==> src/rtl/clkdiv_seq_pkg.sv <==
package clkdiv_seq_pkg;

  typedef enum logic [1:0] {OP_SRCLR, OP_SRSET, OP_DIV, OP_CNT} op_e;
  typedef enum logic [1:0] {S_IDLE, S_ISSUE, S_WAIT} st_e;

  localparam int NUM_DIV = 5;

  function automatic logic [2:0] idx2code(logic [2:0] i);
    case (i)
      3'd0:    return 3'b000;
      3'd1:    return 3'b001;
      3'd2:    return 3'b011;
      3'd3:    return 3'b010;
      default: return 3'b100;
    endcase
  endfunction

  function automatic logic [3:0] idx2div(logic [2:0] i);
    case (i)
      3'd0:    return 4'd1;
      3'd1:    return 4'd2;
      3'd2:    return 4'd4;
      3'd3:    return 4'd6;
      default: return 4'd8;
    endcase
  endfunction

  // bit 3 flags an illegal code, bits 2:0 give the index
  function automatic logic [3:0] code2idx(logic [2:0] c);
    case (c)
      3'b000:  return 4'b0_000;
      3'b001:  return 4'b0_001;
      3'b011:  return 4'b0_010;
      3'b010:  return 4'b0_011;
      3'b100:  return 4'b0_100;
      default: return 4'b1_000;
    endcase
  endfunction

  // hz * 7.8us / (64 * div), saturated to cap
  function automatic int unsigned refresh_cnt(longint unsigned hz, int unsigned dv,
                                              int unsigned cap);
    longint unsigned v;
    v = (hz * 64'd78) / (64'd640_000_000 * 64'(dv));
    return (v > 64'(cap)) ? cap : int'(v);
  endfunction

endpackage

==> src/rtl/clkdiv_step_plan.sv <==
module clkdiv_step_plan
  import clkdiv_seq_pkg::*;
(
  input  logic [2:0] old_idx,
  input  logic [2:0] new_idx,
  output op_e        op_list [4],
  output logic [1:0] n_ops,
  output logic       slow_step
);
  always_comb begin
    op_list   = '{OP_DIV, OP_DIV, OP_DIV, OP_DIV};
    n_ops     = 2'd2;
    slow_step = 1'b0;
    if (old_idx == 3'd1 && new_idx == 3'd0) begin
      op_list[0] = OP_SRCLR;
      op_list[1] = OP_DIV;
      op_list[2] = OP_CNT;
      n_ops      = 2'd3;
    end else if (old_idx == 3'd0 && new_idx == 3'd1) begin
      op_list[0] = OP_CNT;
      op_list[1] = OP_DIV;
      op_list[2] = OP_SRSET;
      n_ops      = 2'd3;
      slow_step  = 1'b1;
    end else if (old_idx < new_idx) begin
      op_list[0] = OP_CNT;
      op_list[1] = OP_DIV;
    end else begin
      op_list[0] = OP_DIV;
      op_list[1] = OP_CNT;
      slow_step  = 1'b1;
    end
  end
endmodule

==> src/rtl/clkdiv_wait_timer.sv <==
module clkdiv_wait_timer #(
  parameter int W = 18
) (
  input  logic         clk,
  input  logic         rst,
  input  logic         load,
  input  logic [W-1:0] load_val,
  output logic         zero
);
  logic [W-1:0] cnt_q;

  always_ff @(posedge clk) begin
    if (rst)              cnt_q <= '0;
    else if (load)        cnt_q <= load_val;
    else if (cnt_q != '0) cnt_q <= cnt_q - 1'b1;
  end

  assign zero = (cnt_q == '0);
endmodule

==> src/rtl/clkdiv_seq.sv <==
module clkdiv_seq
  import clkdiv_seq_pkg::*;
#(
  parameter int              DATA_W   = 32,
  parameter longint unsigned BASE_HZ  = 64'd500_000_000,
  parameter int              PLL_WAIT = 16,
  parameter int              CNT_LSB  = 8,
  parameter int              CNT_W    = 7,
  parameter int              SREF_BIT = 16
) (
  input  logic              clk,
  input  logic              rst,
  input  logic              req_valid,
  input  logic [2:0]        req_idx,
  output logic              req_ack,
  output logic              busy,
  output logic              done,
  output logic              err,
  input  logic [2:0]        div_mode_q,
  input  logic [DATA_W-1:0] mem_ctl_q,
  output logic              wr_en,
  output logic              wr_addr,
  output logic [DATA_W-1:0] wr_data
);
  localparam int DRAIN_W = CNT_W + 11;
  localparam int CNT_MAX = (1 << CNT_W) - 1;
  localparam logic [DATA_W-1:0] CNT_MASK  = DATA_W'(CNT_MAX) << CNT_LSB;
  localparam logic [DATA_W-1:0] SREF_MASK = DATA_W'(1) << SREF_BIT;
  localparam logic [DATA_W-1:0] KEEP_MASK = ~(CNT_MASK | SREF_MASK);

  // per-divider refresh count, fixed at elaboration
  logic [CNT_W-1:0] cnt_tab [8];
  for (genvar g = 0; g < 8; g++) begin : g_cnt
    if (g < NUM_DIV) begin : g_used
      localparam int unsigned CV = refresh_cnt(BASE_HZ, int'(idx2div(3'(g))), CNT_MAX);
      assign cnt_tab[g] = CNT_W'(CV);
    end else begin : g_pad
      assign cnt_tab[g] = '0;
    end
  end

  st_e               st_q;
  logic [2:0]        old_q, new_q, tgt_q;
  logic              two_q;
  logic [1:0]        ptr_q;
  logic              drain_pend_q, sr_wr_q;
  logic [DRAIN_W-1:0] drain_len_q;

  op_e               op_list [4];
  logic [1:0]        n_ops;
  logic              slow_step;

  clkdiv_step_plan u_plan (
    .old_idx  (old_q),
    .new_idx  (new_q),
    .op_list  (op_list),
    .n_ops    (n_ops),
    .slow_step(slow_step)
  );

  logic               tmr_load, tmr_zero;
  logic [DRAIN_W-1:0] tmr_val;

  clkdiv_wait_timer #(.W(DRAIN_W)) u_timer (
    .clk     (clk),
    .rst     (rst),
    .load    (tmr_load),
    .load_val(tmr_val),
    .zero    (tmr_zero)
  );

  logic [3:0] cur_dec;
  logic       cur_bad, split, at_end, drain_go;
  logic [2:0] cur_idx;
  logic [CNT_W:0]     cnt_sum;
  logic [DRAIN_W-1:0] drain_calc;
  logic [DATA_W-1:0]  cnt_word;

  assign cur_dec  = code2idx(div_mode_q);
  assign cur_bad  = cur_dec[3];
  assign cur_idx  = cur_dec[2:0];
  assign split    = (cur_idx == 3'd0 && req_idx > 3'd1) ||
                    (cur_idx > 3'd1 && req_idx == 3'd0);
  assign at_end   = (ptr_q == n_ops);
  assign drain_go = drain_pend_q && !sr_wr_q && (drain_len_q != '0);
  assign cnt_sum  = {1'b0, mem_ctl_q[CNT_LSB +: CNT_W]} + {1'b0, cnt_tab[new_q]};
  assign drain_calc = (DRAIN_W'(cnt_sum) * DRAIN_W'(idx2div(old_q))) << 6;
  assign cnt_word = (mem_ctl_q & ~CNT_MASK) | (DATA_W'(cnt_tab[new_q]) << CNT_LSB);

  always_comb begin
    tmr_load = 1'b0;
    tmr_val  = '0;
    if (st_q == S_ISSUE && !at_end) begin
      tmr_load = 1'b1;
      tmr_val  = (op_list[ptr_q] == OP_DIV) ? DRAIN_W'(PLL_WAIT - 1) : '0;
    end else if (st_q == S_WAIT && tmr_zero && drain_go) begin
      tmr_load = 1'b1;
      tmr_val  = drain_len_q - 1'b1;
    end
  end

  always_ff @(posedge clk) begin
    if (rst) begin
      st_q <= S_IDLE;
      old_q <= '0; new_q <= '0; tgt_q <= '0; two_q <= 1'b0; ptr_q <= '0;
      drain_pend_q <= 1'b0; sr_wr_q <= 1'b0; drain_len_q <= '0;
      req_ack <= 1'b0; busy <= 1'b0; done <= 1'b0; err <= 1'b0;
      wr_en <= 1'b0; wr_addr <= 1'b0; wr_data <= '0;
    end else begin
      req_ack <= 1'b0;
      done    <= 1'b0;
      err     <= 1'b0;
      wr_en   <= 1'b0;
      case (st_q)
        S_IDLE: if (req_valid) begin
          req_ack <= 1'b1;
          if (req_idx > 3'd4 || cur_bad) err <= 1'b1;
          else if (req_idx == cur_idx)   done <= 1'b1;
          else begin
            busy  <= 1'b1;
            st_q  <= S_ISSUE;
            old_q <= cur_idx;
            tgt_q <= req_idx;
            two_q <= split;
            new_q <= split ? 3'd1 : req_idx;
            ptr_q <= '0;
          end
        end
        S_ISSUE: if (at_end) begin
          done <= 1'b1;
          busy <= 1'b0;
          st_q <= S_IDLE;
        end else begin
          wr_en        <= 1'b1;
          st_q         <= S_WAIT;
          drain_pend_q <= 1'b0;
          case (op_list[ptr_q])
            OP_DIV: begin
              wr_addr <= 1'b0;
              wr_data <= DATA_W'(idx2code(new_q));
            end
            OP_CNT: begin
              wr_addr      <= 1'b1;
              wr_data      <= cnt_word;
              drain_pend_q <= slow_step;
              sr_wr_q      <= mem_ctl_q[SREF_BIT];
              drain_len_q  <= drain_calc;
            end
            OP_SRCLR: begin
              wr_addr <= 1'b1;
              wr_data <= mem_ctl_q & ~SREF_MASK;
            end
            default: begin
              wr_addr <= 1'b1;
              wr_data <= mem_ctl_q | SREF_MASK;
            end
          endcase
        end
        S_WAIT: if (tmr_zero) begin
          if (drain_go) drain_pend_q <= 1'b0;
          else begin
            st_q <= S_ISSUE;
            if (ptr_q + 2'd1 == n_ops && two_q) begin
              old_q <= new_q;
              new_q <= tgt_q;
              two_q <= 1'b0;
              ptr_q <= '0;
            end else ptr_q <= ptr_q + 2'd1;
          end
        end
        default: st_q <= S_IDLE;
      endcase
    end
  end

  // ---------------- assertions ----------------
  logic [DRAIN_W-1:0] since_div_q;
  logic               wr_code_bad;
  assign wr_code_bad = code2idx(wr_data[2:0])[3];

  always_ff @(posedge clk) begin
    if (rst)                               since_div_q <= DRAIN_W'(PLL_WAIT);
    else if (wr_en && !wr_addr)            since_div_q <= '0;
    else if (since_div_q < DRAIN_W'(PLL_WAIT)) since_div_q <= since_div_q + 1'b1;
  end


  pll_gap_chk: assert property (@(posedge clk) disable iff (rst)
    (wr_en || done) |-> since_div_q >= DRAIN_W'(PLL_WAIT));


  div_code_chk: assert property (@(posedge clk) disable iff (rst)
    (wr_en && !wr_addr) |-> (!wr_code_bad && wr_data[DATA_W-1:3] == '0));


  keep_bits_chk: assert property (@(posedge clk) disable iff (rst)
    (wr_en && wr_addr) |-> ((wr_data ^ $past(mem_ctl_q)) & KEEP_MASK) == '0);


  idle_quiet_chk: assert property (@(posedge clk) disable iff (rst)
    !busy |-> !wr_en);


  busy_ack_chk: assert property (@(posedge clk) disable iff (rst)
    busy |=> !req_ack);


  err_quiet_chk: assert property (@(posedge clk) disable iff (rst)
    err |-> (!busy && !done && !wr_en));


  done_pulse_chk: assert property (@(posedge clk) disable iff (rst)
    done |=> !done);

endmodule

==> config.mk <==
export PLATFORM = sky130hd
export DESIGN_NAME = clkdiv_seq
export DESIGN_NICKNAME = d
export VERILOG_FILES = /design/src/rtl/clkdiv_seq_pkg.sv /design/src/rtl/clkdiv_step_plan.sv /design/src/rtl/clkdiv_wait_timer.sv /design/src/rtl/clkdiv_seq.sv
export SDC_FILE = /design/constraint.sdc
export NUM_CORES = 1
export LEC_CHECK = 0
export BUFFER_PORTS_ARGS = -buffer_cell sky130_fd_sc_hd__buf_2
export CORE_ASPECT_RATIO = 0.9
export CORE_UTILIZATION = 40
export DETAILED_ROUTE_END_ITERATION = 8
export GPL_ROUTABILITY_DRIVEN = 0
export GPL_TIMING_DRIVEN = 0
export PLACE_DENSITY = 0.72
export SLEW_MARGIN = 20
export SYNTH_ARGS = -nofsm -noshare
export SYNTH_HDL_FRONTEND = slang
export SYNTH_HIERARCHICAL = 1
export SYNTH_SLANG_ARGS = --single-unit
==> constraint.sdc <==
create_clock -name clk -period 4.7 [get_ports clk]
set_input_delay 0.47 -clock clk [delete_from_list [all_inputs] [get_ports clk]]
set_output_delay 0.47 -clock clk [all_outputs]
set_load 0.1 [all_outputs]
==> results of run 1 <==
-- cells by family (layout without fill, tap and decap cells) --
| logic type | count (synthesis) | in the layout |
|---|---|---|
| and+or+nand+nor | 276 | 276 |
| AOI/OAI and AO/OA | 154 | 154 |
| DFF | 84 | 84 |
| buffers and inverters | 84 | 176 |
| xor gates and xnor gates | 41 | 41 |
| adders and majority gates | 40 | 40 |
| muxes | 21 | 21 |
| other | 2 | 4 |
-- repair_timing --
item	CTS	global route
endpoints found under the hold margin	0	0
gates cloned	0	0
buffers inserted	2	5
endpoints found under the setup margin	6	5
pin swaps	1	4
gates resized for setup	10	10
-- per-layer routing --
layer | GRT usage [%] | vias to the layer above
met5 | 0 | -
met2 | 32.3 | 134
met4 | 5.80 | 0
met3 | 3.96 | 15
met1 | 27.9 | 2458
li1 | - | 2629
-- cell type report --
| cell class | instances | area share, % |
|---|---|---|
| buffer | 41 | 2.82 |
| tap | 193 | 3.58 |
| timing repair buffer | 80 | 6.19 |
| clock buffer | 10 | 3.54 |
| clock inverter | 5 | 0.890 |
| sequential | 84 | 25.1 |
| inverter | 40 | 2.22 |
| multi-input combinational | 536 | 55.7 |
-- synthesized netlist by cell type, drive strengths merged, types with 3 or more instances --
master	n
mux2i	16
clkbuf	34
xnor2	29
and2	13
nor2b	10
a22oi	27
a21oi	25
mux2	3
o211ai	3
nand2	69
xor2	12
ha	27
dfxtp	84
a211o	7
inv	40
nor4	7
a21o	9
o21ai	33
o21a	3
a211oi	14
nand2b	15
a22o	3
nand3	12
o21bai	3
or4	10
fa	13
nor3	19
nor3b	3
nand4	4
a31oi	9
buf	10
a221oi	4
nor2	99
or3	6
-- power by group --
part	internal (W)	switching (W)	total [W]
registers	0.000788	0.0000865	0.000875
logic	0.000502	0.000693	0.00119
clock network	0.000425	0.000302	0.000727
-- state kept, by name, indices dropped and copies added (netlist names), 2 cells and up --
register,count
drain_len_q,12
new_q,3
old_q,3
ptr_q,2
st_q,2
tgt_q,3
u_timer/cnt_q,18
wr_data,32
-- tightest hold or removal path: cells and delay by family --
family	cells	cell delay (ps)
buffers and inverters	1	70
and+or+nand+nor	1	70
AOI/OAI and AO/OA	1	50
-- worst paths after layout --
kind / slack (ps) / cells after the start / end / startpoint
setup reg to reg: 230 / 19 / drain_len_q[17] / new_q[1]
hold / removal: 360 / 3 / wr_data[22] / mem_ctl_q[22]
hold reg to reg: 460 / 2 / drain_len_q[7] / drain_len_q[7]
setup / recovery: 230 / 19 / drain_len_q[17] / new_q[1]
-- stage by stage --
step / utilization [%] / power, W / instances / hold WS, ps
6_report: 48.4 / 0.00280 / 989 / 363
5_1_grt: 48.4 / 0.00297 / 989 / 363
4_1_cts: 47.7 / 0.00276 / 984 / 352
3_5_place_dp: 45.3 / 0.00202 / 970 / 456
3_3_place_gp: 45.3 / 0.00200 / 970 / 447
2_1_floorplan: - / 0.00180 / 704 / 435
==> impl_metrics.ini, run 1 <==
[outcome]
status = finished, final reports clean

[synth]
synthTopCellsByArea = dfxtp_1 29%, nor2_1 6.5%, ha_1 5.9%
syn_inst = 702
yosys_warnings = 6
synth_sequential_area_ratio_pct = 29.5
synth_top_area_cell = dfxtp_1
synth_xor_area_share_pct = 6.29
synth_flop_cell = dfxtp_1
synth-edff-count = 0
synth-simple-area-share_pct = 24.2
synthMuxAreaShare_pct = 4.25
synth_adder_area_share_pct = 10.5
synth_area_sq_mm = 0.00571
synth_top_area_share_pct = 29.5
async_flop_share_pct = 0
ys_ff_latch = 84
yosysUniqueCellTypes = 70
synth-compound-area-share_pct = 19.0
synth_top_family_by_area = simple AND/OR/NAND/NOR gates
syn_area_per_cell_sq_um = 8.13

[layout]
fillers = 1392
area_delta_synth_final_pct = 18.3
final_area_sq_mm = 0.00675
final_cell_mix = 98 x nor2_1, 81 x dfxtp_1, 75 x buf_2, 67 x nand2_1, 39 x inv_1
layout-drive-gt1-share_pct = 19.2
nNetsFinal = 873
register_area_sq_mm = 0.00169
final_common_cell = nor2_1
antenna_cells = 0
multi_input_area_sq_mm = 0.00376

[setup_path]
cpPeakStageDelay_ps = 520
crit_slowest_cell = fa_1
crit_arrival_ps = 4750
path_delay_family = adder cells
crit_buf_inv = 2
path_cells = xnor2_1 -> nor2_1 -> ha_1 -> fa_2 -> a21o_1 -> a21oi_4 -> o21bai_1 -> a21o_1 -> mux2i_1 -> fa_1 -> inv_1 -> fa_1 -> inv_1 -> ha_4 -> o21ai_0 -> a21oi_1 -> o2111ai_1 -> a2111o_1 -> nand3_1
worstSetupEndpointType = flip-flop
crit_required_ps = 4990
cp-start-kind = flip-flop
cp_max_fo = 12
path_class = flip-flop to flip-flop

[routing]
vias_per_cell = 5.29
wl_met2_um = 6580
drt_wl_total_um = 14400
top_layer = met4
routed-wl-met3_um = 707
drt_iter0_markers = 283
drt_first_pass_iters = 5
ant_nets = 0
wl_met1_um = 6970
drcViolationCount = 0
vias = 5236
wl_per_cell_um = 14.6

[sta]
setup_viol = 0
hold_viol_final = 0
relSlewSlack_pct = 32.4
setup_tns_ps = 0
slew_violations = 0
finClkSkew_ps = 5.32
fin_ws_ps = 235
finalCritPeriodShare_pct = 95.0
max_slew.worst_pin.slew_ps = 1000
fmax_ghz = 0.224
fin_crit_ps = 4470

[pwr]
max-vdd-ir-drop_mv = 0.204
power.density_mw_per_mm2 = 414
p_leak_nw = 2.93

[die]
die_y_um = 115
die_w_um = 128
initial_core_util_pct = 40.9
core_sq_mm = 0.0140
dieArea_sq_mm = 0.0147
io_pins = 79
rows = 41

[hold_path]
hp-class = primary input to flip-flop

[clocking]
htreeDepth = 3
cts_tree = done
cts_root_buf = clkbuf_16
clk_pin_slew_worst_paths_ps = 70
clk_latency_ps = 340
cts.sinks = 84
clk_path_buf_depth = 2
postCtsHoldBufs = 0
numCtsBuffers = 9

[flow_run]
max_cap_violations = 0

[global_route]
overflow = 0
grt_pass1_wl_um = 23600
antenna_found_initial = 0
grt_max_degree = 15
grt_pass1_vias = 4763
grt_usage_pct = 20.3

[place]
post-place-ws_ps = -653
io_buffer_count = 73
post_dp_cell_area_sq_mm = 0.00632
post-dp-hpwl_um = 10900
(Power assumes the default switching activity.)
==> run 2, diff against run 1 <==
--- a/config.mk
+++ b/config.mk
@@ -12,6 +12,7 @@
 export GPL_ROUTABILITY_DRIVEN = 0
 export GPL_TIMING_DRIVEN = 0
 export PLACE_DENSITY = 0.72
+export RECOVER_POWER = 100
 export SLEW_MARGIN = 20
 export SYNTH_ARGS = -nofsm -noshare
 export SYNTH_HDL_FRONTEND = slang
==> run 2 against run 1 <==
Sequential share of layout area rose by 0.31 points. Clock skew rose by 1.2 ps. Clock power barely moved. Power fell by 1.2%. Sequential power barely moved.
==> impl_metrics.ini, run 2 (synthesis results as in run 1) <==
[outcome]
status = finished, final reports clean

[layout]
top_regs = wr_data: 32 flops, u_timer/cnt_q: 18 flops, drain_len_q: 12 flops
antenna_cells = 0
final_common_cell = nor2_1
top_register = wr_data
largest_reg_flops = 32
fillers = 1420
fin_cells = 989
layout-drive-gt1-share_pct = 13.7
final_area_sq_mm = 0.00667
final_cell_mix = 98 x nor2_1, 81 x dfxtp_1, 70 x clkbuf_1, 68 x nand2_1, 39 x inv_1
area_delta_synth_final_pct = 16.9
register_area_sq_mm = 0.00169
multi_input_area_sq_mm = 0.00372
nNetsFinal = 873

[sta]
fin_crit_ps = 4460
slew_violations = 0
hold_viol_final = 0
finalCritPeriodShare_pct = 94.9
finClkSkew_ps = 6.55
relSlewSlack_pct = 13.0
fmax_ghz = 0.224
setup_viol = 0
max_slew.worst_pin.slew_ps = 1290

[global_route]
grt_max_degree = 15
overflow = 0
grt_pass1_wl_um = 23600
grt_pass1_vias = 4763
grt_usage_pct = 20.3
antenna_found_initial = 0

[pwr]
power.density_mw_per_mm2 = 414
power_w = 0.00276
max-vdd-ir-drop_mv = 0.204
p_leak_nw = 2.76

[setup_path]
crit_arrival_ps = 4730
reg2reg_depth = 18
worstSetupEndpointType = flip-flop
crit_required_ps = 4970
cp_max_fo = 11
path_class = flip-flop to flip-flop
cp-start-kind = flip-flop

[routing]
drt_iter0_markers = 317
drt_first_pass_iters = 5
wl_per_cell_um = 14.6
drt_wl_total_um = 14400
vias_per_cell = 5.35
ant_nets = 0
vias = 5294
drcViolationCount = 0

[clocking]
clk_pin_slew_worst_paths_ps = 60
cts_root_buf = clkbuf_16
numCtsBuffers = 9
clk_latency_ps = 340
cts_tree = done
cts.sinks = 84
clk_path_buf_depth = 2
htreeDepth = 3

[hold_path]
hp-class = primary input to flip-flop
hold_depth = 3

[die]
initial_core_util_pct = 40.9
rows = 41
die_w_um = 128
core_sq_mm = 0.0140
die_y_um = 115
dieArea_sq_mm = 0.0147
io_pins = 79

[place]
placedCellCount = 970
io_buffer_count = 73
post-dp-hpwl_um = 10900
post_dp_cell_area_sq_mm = 0.00632

[flow_run]
max_cap_violations = 0
==> run 2: layout make-up <==
| cell class | instances | share of cell area (%) |
|---|---|---|
| multi-input cells | 536 | 55.9 |
| flip-flops and latches | 84 | 25.4 |
| repair buffers | 80 | 5.55 |
| well taps | 193 | 3.62 |
| clock buffers | 10 | 3.58 |
| plain buffers | 41 | 2.85 |
| inverters | 40 | 2.25 |
| clock inverters | 5 | 0.901 |
==> run 2: final timing paths <==
kind / start / to / slack (ps)
setup / recovery: new_q[2] / drain_len_q[16] / 240
hold / removal: mem_ctl_q[22] / wr_data[22] / 360
setup reg to reg: new_q[2] / drain_len_q[16] / 240
hold reg to reg: drain_len_q[7] / drain_len_q[7] / 460
==> run 2: routing by layer <==
layer	vias up	global-route usage, %	wire length, um
met5	-	0	0
met4	0	5.80	196
met3	15	3.96	659
met2	136	32.3	6560
met1	2516	27.9	7010
li1	2627	-	-
==> run 2: timing repair <==
action,in CTS,in global routing
pin swaps,1,4
hold buffers,0,0
setup endpoints to repair,6,5
buffers inserted,2,5
gates cloned,0,0
resized for setup,10,10
hold endpoints to repair,0,0
==> run 2: stage by stage <==
step	utilization, %	setup slack, ps	hold slack (ps)	setup TNS, ps
after floorplan	-	6.30	435	0
after global placement	45.3	-623	447	-2500
after detailed placement	45.3	-653	456	-2670
after CTS	47.7	49.6	352	0
after global routing	47.8	-0.402	363	-0.402
final	47.8	239	361	0
==> run 2: power breakdown <==
group / internal, W / total [W] / switching [W]
logic: 0.000488 / 0.00116 / 0.000675
clock network: 0.000425 / 0.000726 / 0.000301
registers: 0.000788 / 0.000875 / 0.0000862
==> run 2: critical path: stages (launching register included) <==
cell,delay (ps)
dfxtp_4,430
xnor2_1,130
nor2_1,90
ha_1,220
fa_2,380
a21o_1,200
a21oi_4,180
xnor2_2,140
nor2_1,80
fa_1,490
inv_1,60
fa_1,530
inv_1,40
ha_1,330
o21a_1,220
a211o_1,320
a211oi_2,260
o21ai_0,120
a31oi_1,170
